==> src/rtl/acq_pkg.sv <==
// Package: shared types for the bus-master acquisition controller.
// Holds the sequencer state encoding and the packed bundle of line drives,
// plus a decode function used by the drive stage.
package acq_pkg;

    // Phase of the master sequencer.
    typedef enum logic [2:0] {
        ST_IDLE  = 3'd0,
        ST_ADDR  = 3'd1,
        ST_DATA  = 3'd2,
        ST_FINAL = 3'd3,
        ST_TURN  = 3'd4
    } acq_state_e;

    // Values put on the two control lines and the datapath strobe.
    typedef struct packed {
        logic cyc_oe;
        logic cyc_n;
        logic rdy_oe;
        logic rdy_n;
        logic strobe;
    } line_drive_s;

    localparam int DRIVE_W = $bits(line_drive_s);

    // Maps a phase to its line drive pattern.
    function automatic line_drive_s drive_of(acq_state_e st);
        line_drive_s d;
        d = '{cyc_oe: 1'b0, cyc_n: 1'b1, rdy_oe: 1'b0, rdy_n: 1'b1, strobe: 1'b0};
        case (st)
            ST_ADDR:  d = '{cyc_oe: 1'b1, cyc_n: 1'b0, rdy_oe: 1'b1, rdy_n: 1'b1, strobe: 1'b1};
            ST_DATA:  d = '{cyc_oe: 1'b1, cyc_n: 1'b0, rdy_oe: 1'b1, rdy_n: 1'b0, strobe: 1'b0};
            ST_FINAL: d = '{cyc_oe: 1'b1, cyc_n: 1'b1, rdy_oe: 1'b1, rdy_n: 1'b0, strobe: 1'b0};
            ST_TURN:  d = '{cyc_oe: 1'b1, cyc_n: 1'b1, rdy_oe: 1'b1, rdy_n: 1'b1, strobe: 1'b0};
            default:  d = '{cyc_oe: 1'b0, cyc_n: 1'b1, rdy_oe: 1'b0, rdy_n: 1'b1, strobe: 1'b0};
        endcase
        return d;
    endfunction

endpackage

==> src/rtl/acq_start_qual.sv <==
// Module: acq_start_qual
// Purely combinational start qualifier. It looks only at lines sampled on
// the current edge, never at a delayed copy, and produces two start
// permissions: one after an idle bus and one for fast back-to-back chaining.
// Assumes every input is already synchronous to the bus clock.
module acq_start_qual (
    input  logic master_en,
    input  logic b2b_en,
    input  logic req,
    input  logic grant_n,
    input  logic cyc_in_n,
    input  logic rdy_in_n,
    output logic idle_go,
    output logic chain_go
);

    logic owner_ok;

    // Local side wants the bus and the arbiter is granting it.
    always_comb owner_ok = master_en & req & ~grant_n;

    // Idle start: both lines high right now (live framing line).
    always_comb idle_go = owner_ok & cyc_in_n & rdy_in_n;

    // Chained start: own final phase seen on the bus, feature enabled.
    always_comb chain_go = owner_ok & b2b_en & cyc_in_n & ~rdy_in_n;

endmodule

==> src/rtl/acq_seq.sv <==
// Module: acq_seq
// Transaction phase sequencer. It walks idle -> address -> data* -> final,
// then either chains into a new address phase or spends one release clock.
// Assumes every data phase completes on the clock it is driven; target
// wait states and terminations are handled elsewhere.
module acq_seq
    import acq_pkg::*;
(
    input  logic       clk,
    input  logic       rst_n,
    input  logic       idle_go,
    input  logic       chain_go,
    input  logic       last_data,
    input  logic       master_en,
    input  logic       b2b_en,
    input  logic       req,
    input  logic       grant_n,
    input  logic       cyc_in_n,
    input  logic       rdy_in_n,
    output acq_state_e state
);

    acq_state_e state_nx;

    // Next-phase selection.
    always_comb begin
        state_nx = state;
        case (state)
            ST_IDLE:  state_nx = idle_go ? ST_ADDR : ST_IDLE;
            ST_ADDR:  state_nx = last_data ? ST_FINAL : ST_DATA;
            ST_DATA:  state_nx = last_data ? ST_FINAL : ST_DATA;
            ST_FINAL: state_nx = chain_go ? ST_ADDR : ST_TURN;
            ST_TURN:  state_nx = idle_go ? ST_ADDR : ST_IDLE;
            default:  state_nx = ST_IDLE;
        endcase
    end

    // Phase register with synchronous active-low reset.
    always_ff @(posedge clk) begin
        if (!rst_n) state <= ST_IDLE;
        else        state <= state_nx;
    end

    // an address phase reached from idle or release needs a full start condition.
    assert_idle_start_R2: assert property (@(posedge clk) disable iff (!rst_n)
        (state == ST_ADDR && $past(state) != ST_FINAL) |->
        ($past(master_en) && $past(req) && !$past(grant_n) && $past(cyc_in_n) && $past(rdy_in_n)));

    // an address phase right after the final phase needs fast back-to-back enabled.
    assert_chain_enabled_R6: assert property (@(posedge clk) disable iff (!rst_n)
        (state == ST_ADDR && $past(state) == ST_FINAL) |-> $past(b2b_en));

    // release always follows a final phase.
    assert_turn_after_final_R7: assert property (@(posedge clk) disable iff (!rst_n)
        (state == ST_TURN) |-> ($past(state) == ST_FINAL));

endmodule

==> src/rtl/acq_drive.sv <==
// Module: acq_drive
// Decodes the sequencer phase into line drive values, output enables and
// the address strobe. Decoding is taken straight from the phase register,
// so every output changes one clock after the decision that set it.
module acq_drive
    import acq_pkg::*;
(
    input  logic       clk,
    input  logic       rst_n,
    input  acq_state_e state,
    output logic       cyc_drv_n,
    output logic       cyc_oe,
    output logic       rdy_drv_n,
    output logic       rdy_oe,
    output logic       addr_phase
);

    line_drive_s drv;

    // Phase to drive-pattern decode.
    always_comb drv = drive_of(state);

    // Fan the bundle out to the individual pins.
    always_comb begin
        cyc_drv_n  = drv.cyc_n;
        cyc_oe     = drv.cyc_oe;
        rdy_drv_n  = drv.rdy_n;
        rdy_oe     = drv.rdy_oe;
        addr_phase = drv.strobe;
    end

    // the address strobe never lasts two clocks.
    assert_strobe_single_R4: assert property (@(posedge clk) disable iff (!rst_n)
        addr_phase |=> !addr_phase);

    // after a final phase (framing released, ready held) ready is released.
    assert_ready_release_R5: assert property (@(posedge clk) disable iff (!rst_n)
        (cyc_oe && cyc_drv_n && !rdy_drv_n) |=> rdy_drv_n);

    // enables are never on without the framing enable.
    assert_enables_paired_R1: assert property (@(posedge clk) disable iff (!rst_n)
        rdy_oe == cyc_oe);

endmodule

==> src/rtl/acq_conflict_mon.sv <==
// Module: acq_conflict_mon
// Watches each entry into the address phase and compares it with the
// framing line that the start decision sampled. A low line there means two
// masters would drive the bus. STICKY picks a latched flag or a one-clock pulse.
module acq_conflict_mon
    import acq_pkg::*;
#(
    parameter bit STICKY = 1'b1
) (
    input  logic       clk,
    input  logic       rst_n,
    input  acq_state_e state,
    input  logic       cyc_in_n,
    output logic       conflict
);

    logic cyc_seen_n;
    logic hit;

    // Keep the framing value that the last decision was based on.
    always_ff @(posedge clk) begin
        if (!rst_n) cyc_seen_n <= 1'b1;
        else        cyc_seen_n <= cyc_in_n;
    end

    // A start was taken while another agent held the framing line low.
    always_comb hit = (state == ST_ADDR) & ~cyc_seen_n;

    generate
        if (STICKY) begin : g_sticky
            // Latched flag, cleared only by reset.
            always_ff @(posedge clk) begin
                if (!rst_n)   conflict <= 1'b0;
                else if (hit) conflict <= 1'b1;
            end
        end else begin : g_pulse
            // Single-clock indication.
            always_ff @(posedge clk) begin
                if (!rst_n) conflict <= 1'b0;
                else        conflict <= hit;
            end
        end
    endgenerate

    // with the live-line start rule no conflict is ever recorded.
    assert_no_conflict_R9: assert property (@(posedge clk) disable iff (!rst_n)
        !conflict);

endmodule

==> src/rtl/pci_acq_ctrl.sv <==
// Module: pci_acq_ctrl (top)
// Bus-master acquisition controller: qualifies starts on live bus lines,
// sequences address, data, final and release phases, drives the framing
// and ready lines, and flags any start that collides with another master.
// Assumes sampled inputs reflect the wired bus value including own drive.
module pci_acq_ctrl
    import acq_pkg::*;
#(
    parameter bit CONFLICT_STICKY = 1'b1
) (
    input  logic clk,
    input  logic rst_n,
    input  logic master_en,
    input  logic b2b_en,
    input  logic req,
    input  logic last_data,
    input  logic grant_n,
    input  logic cyc_in_n,
    input  logic rdy_in_n,
    output logic cyc_drv_n,
    output logic cyc_oe,
    output logic rdy_drv_n,
    output logic rdy_oe,
    output logic addr_phase,
    output logic bus_conflict
);

    logic       idle_go;
    logic       chain_go;
    acq_state_e state;

    acq_start_qual u_qual (
        .master_en (master_en),
        .b2b_en    (b2b_en),
        .req       (req),
        .grant_n   (grant_n),
        .cyc_in_n  (cyc_in_n),
        .rdy_in_n  (rdy_in_n),
        .idle_go   (idle_go),
        .chain_go  (chain_go)
    );

    acq_seq u_seq (
        .clk       (clk),
        .rst_n     (rst_n),
        .idle_go   (idle_go),
        .chain_go  (chain_go),
        .last_data (last_data),
        .master_en (master_en),
        .b2b_en    (b2b_en),
        .req       (req),
        .grant_n   (grant_n),
        .cyc_in_n  (cyc_in_n),
        .rdy_in_n  (rdy_in_n),
        .state     (state)
    );

    acq_drive u_drive (
        .clk        (clk),
        .rst_n      (rst_n),
        .state      (state),
        .cyc_drv_n  (cyc_drv_n),
        .cyc_oe     (cyc_oe),
        .rdy_drv_n  (rdy_drv_n),
        .rdy_oe     (rdy_oe),
        .addr_phase (addr_phase)
    );

    acq_conflict_mon #(.STICKY(CONFLICT_STICKY)) u_mon (
        .clk      (clk),
        .rst_n    (rst_n),
        .state    (state),
        .cyc_in_n (cyc_in_n),
        .conflict (bus_conflict)
    );

endmodule

==> config.mk <==
export PLATFORM = sky130hd
export DESIGN_NAME = pci_acq_ctrl
export DESIGN_NICKNAME = d
export VERILOG_FILES = /design/src/rtl/acq_pkg.sv /design/src/rtl/acq_start_qual.sv /design/src/rtl/acq_seq.sv /design/src/rtl/acq_drive.sv /design/src/rtl/acq_conflict_mon.sv /design/src/rtl/pci_acq_ctrl.sv
export SDC_FILE = /design/constraint.sdc
export NUM_CORES = 1
export LEC_CHECK = 0
export ABC_CLOCK_PERIOD_IN_PS = 900
export BUFFER_PORTS_ARGS = -buffer_cell sky130_fd_sc_hd__buf_4
export CORE_AREA = 2 2 39 41
export CTS_CLUSTER_DIAMETER = 40
export CTS_CLUSTER_SIZE = 40
export DETAILED_ROUTE_END_ITERATION = 10
export DIE_AREA = 0 0 41 43
export PLACE_DENSITY_LB_ADDON = 0.12
export SYNTH_ARGS = -nofsm -noshare
export SYNTH_HDL_FRONTEND = slang
export SYNTH_SLANG_ARGS = --single-unit
==> constraint.sdc <==
create_clock -name clk -period 0.9 [get_ports clk]
set_input_delay 0.045 -clock clk [delete_from_list [all_inputs] [get_ports clk]]
set_output_delay 0.045 -clock clk [all_outputs]
set_load 0.05 [all_outputs]
Word-level counts from Yosys, hierarchy flattened
Index checks and enable logic that the tools add are counted.
{"block": "word_totals", "regBits": 5, "input_bits": 9, "word_cells": 26}
{"block": "classes", "n_eq_ne": 4, "mux": 5, "bitwise_logic": 11, "reduce_logical": 3}
{"op": "one-hot mux 5 bit (4 select lines)", "count": 1}
{"op": "one-hot mux 3 bit (3 select lines)", "count": 1}
{"op": "bitwise AND 1 bit", "count": 8}
{"op": "equality test 3 x 2 -> 1 bit, second input constant", "count": 2}
{"op": "OR reduction 2 bit", "count": 2}
{"op": "equality test 3 x 1 -> 1 bit, second input constant", "count": 1}
{"op": "equality test 3 bit, second input constant", "count": 1}
{"op": "zero test 3 bit", "count": 1}
{"op": "two-way mux 3 bit", "count": 1}
{"op": "NOT 1 bit", "count": 3}
{"op": "two-way mux 1 bit", "count": 2}

Logic depth before layout (Yosys ltp)
{"block": "depth", "ltp_word": 7, "mapped_depth": 3}

Modules after synthesis
Synthesis repeated with hierarchy kept, for this count alone.
{"block": "unflattened", "hier_cells": 32, "hier_area_um2": 310.3}
{"module": "acq_seq", "n_inst": 1, "cells_per_inst": 16, "area_each_um2": 148.9, "seq_area_each_um2": 60.1}
{"module": "acq_conflict_mon", "n_inst": 1, "cells_per_inst": 5, "area_each_um2": 68.8, "seq_area_each_um2": 40.0}
{"module": "acq_drive", "n_inst": 1, "cells_per_inst": 7, "area_each_um2": 48.8, "seq_area_each_um2": 0.0}
{"module": "acq_start_qual", "n_inst": 1, "cells_per_inst": 4, "area_each_um2": 43.8, "seq_area_each_um2": 0.0}

Least setup slack after synthesis
No wires, ideal clock.
{"block": "synth_timing", "path_type": "flip-flop to output port", "start": "register u_seq.state[1]", "end": "output rdy_oe", "arrival_time_ns": 1.678, "t_required_ns": 0.855, "slack_ns": -0.823, "stages_incl_launch_ff": 4, "path_buffers": 1, "cell_sequence": "dfxtp_1 nor2_1 xnor2_1 buf_4"}
{"block": "synth_via", "elab_chain_len": 2, "word_cells_on_any_way": 5, "cone_classes": "4 x eq/ne; 1 x mux"}
{"element": "from (decl)", "line": "acq_seq.sv:20", "text": "output acq_state_e state"}
{"element": "from (signal assigned)", "line": "acq_seq.sv:41", "text": "else state <= state_nx;"}
{"element": "equality test 3 bit (tied with other cells)", "line": "acq_pkg.sv:30", "text": "case (st)"}
{"element": "one-hot mux 5 bit (4 select lines) *", "line": "acq_pkg.sv:30"}
{"element": "to (decl)", "line": "pci_acq_ctrl.sv:23", "text": "output logic rdy_oe,"}
Mark *: on every way between the ends. The rest lies on a longest branch, timed or not.

Worst setup path in the final report
{"block": "layout_timing", "start": "register u_seq.state[1]", "end": "output rdy_drv_n"}
{"block": "layout_via", "elab_chain_len": 2, "word_cells_on_any_way": 5, "cone_classes": "4 x eq/ne; 1 x mux"}
{"element": "equality test 3 bit (tied with other cells)", "line": "acq_pkg.sv:30"}
{"element": "one-hot mux 5 bit (4 select lines) *", "line": "acq_pkg.sv:30"}
{"element": "to (decl)", "line": "pci_acq_ctrl.sv:22", "text": "output logic rdy_drv_n,"}
Marks and branches as above.

==> flow_summary.ini <==
[routing]
firstDrtPassIters = 3
drtIter0Drc = 7
dr_total_vias = 273
drt_wl_total_um = 636
ant_nets = 0
wl_per_cell_um = 9.35
drc = 0
viasPerCell = 4.01

[grt]
grt.total_usage_pct = 7.62
grt_max_degree = 8
grt_overflow = 0
grt_pass1_vias = 245
antenna_found_initial = 0
grt_first_pass_wirelength_um = 876

[floorplan]
floorplan.initialDensity_pct = 17.7
io-pin-count = 15
die_h_um = 43
die_x_um = 41
core_area_mm2 = 0.00138
die_area_mm2 = 0.00176
fp-row-count = 14

[clocking]
cts_made_buffers = 3
cts_tree = done
h-tree-depth = 1
cts.sinks = 5
cts_root_buffer = clkbuf_4
insertion_delay_ns = 0.24
clkTransAtPathRegs_ns = 0.05
clockBufferDepth = 2

[synthesis]
ys_ff_latch = 5
synth-async-reset-ratio_pct = 0
syn_inst = 27
synth-edff-count = 0
synth.distinct_cells = 19
synth.most_common_cell = dfxtp_1
synth_top_area_share_pct = 40.8
yosys-top-cells-count = dfxtp_1, a31oi_1, nand2_1, nand2b_1, nor2_1
synth_area_um2 = 245
yosysWarnings = 0
synth.net_count = 36
yosysTopAreaCell = dfxtp_1
ys_seq_area_share_pct = 40.8
synth_top_flop_cell = dfxtp_1
synth_area_leaders = dfxtp_1, a31oi_1, nand2b_1, nor3b_2, and4b_1
syn_area_per_cell_um2 = 9.08

[pwr]
fin_total_pwr_w = 0.000637
power_density_mw_per_mm2 = 1160
peakVddDrop_v = 0.000486
leakage_nw = 0.239

[placed_design]
place_congestion = 0.700
portBuffers = 14
placed_cells_incl_taps = 60
place_ws_ns = -0.105

[run_status]
outcome = finished, violations left
violations = negative setup slack

[hold_path]
hold_class = in -> reg
hold_path_depth = 2

[critical_path]
worstPathRequired_ns = 0.85
start_kind = flip-flop
crit_type = reg -> out
worstPathArrival_ns = 1.12
path_max_fanout = 4
critical_path.endpoint_type = primary output
reg2reg_depth = 6

[timing]
slew_headroom_pct = 88.7
hold_violations = 0
rsz0062_at_grt = yes
finClkSkew_ns = 0.00346
setup_viol = 7
setup_slack_ns = -0.263
fin_crit_ns = 1.16
slew_violations = 0
worst_slew_pin_slew_ns = 0.169
fin_crit_sh_pct = 129
fmax_ghz = 0.860

[finish]
drive_gt1_share_pct = 61.5
antenna_cells = 0
nets = 62
fillCellCount = 132
area_delta_synth_final_pct = 123
final_cells = 68

[run]
maxCapViolCount = 0
[stage by stage]
stage / area, µm² / utilization, % / TNS, ns / hold WS [ns]
final: 548 / 39.6 / -1.51 / 0.0117
after global routing: 548 / 39.6 / -1.86 / 0.0119
after CTS: 524 / 37.9 / -1.57 / 0.00252
after detailed placement: 438 / 31.6 / -0.442 / 0.241
after global placement: 438 / 31.6 / -0.407 / 0.237
after floorplan: 282 / - / -1.03 / 0.118
[state kept, by name, summed over array words and instances, names as in the netlist]
name,flops
u_mon.cyc_seen_n,1
u_seq.state,3
u_mon.conflict,1
[worst paths after layout]
path                       start          endpoint  slack (ns)
setup / recovery  u_seq.state[1]         rdy_drv_n       -0.26
hold reg to reg   u_mon.conflict    u_mon.conflict        0.47
hold / removal             rst_n  u_mon.cyc_seen_n        0.01
setup reg to reg  u_seq.state[1]    u_seq.state[0]       -0.12
[power breakdown]
part	internal, W	switching, W
combinational	0.0000793	0.0000712
sequential	0.000221	0.00000628
clock	0.000168	0.0000916
total	0.000468	0.000169
[worst max-delay path, cell delays in order (launching register included)]
cell	delay, ns
dfxtp_4	0.38
buf_6	0.11
or2b_1	0.23
buf_6	0.15
[routing by layer]
layer	wire length (µm)	track usage (%)	vias to the layer above
met5	0	0	-
met4	0	6.00	0
met3	42	3.14	0
met2	315	11.3	7
met1	279	7.99	119
li1	-	-	147
[layout by cell type (no fill, tap or decap)]
master	n
and3b_1	1
buf_12	1
nor2_1	1
inv_1	1
nor3b_4	1
dfxtp_1	2
nor2b_1	1
buf_6	6
nand2b_2	1
xor2_2	1
nand3_2	1
o21ai_0	1
nand4_1	1
clkbuf_4	3
nor2_4	1
or2b_1	1
nand2b_1	1
dfxtp_4	3
a31oi_1	2
clkbuf_1	1
o21a_1	1
buf_4	13
and4b_1	1
dlygate4sd3_1	2
nand3b_1	1
nand2_1	2
xnor2_4	1
[layout make-up]
cell class,instances,area (µm²),area share [%]
clock buffers,4,26.3,4.79
flip-flops and latches,5,111,20.3
well taps,16,20.0,3.65
multi-input cells,20,181,33.1
inverters,1,3.75,0.685
repair buffers,22,205,37.4
[cell families after synthesis]
kind of cell / after synthesis / synth area share (%)
AO/OA/AOI/OAI: 4 / 10.2
XOR/XNOR: 2 / 7.14
buffers and inverters: 2 / 4.59
flip-flops: 5 / 40.8
AND/OR/NAND/NOR: 14 / 37.2
[what timing repair did]
item / in CTS / in global routing
hold endpoints to repair: 2 / 0
buffers inserted: 1 / 1
pin swaps: 3 / 3
gates resized for setup: 10 / 3
setup endpoints to repair: 7 / 9
hold buffers: 2 / 0
Power figures use the tool's default switching activity.
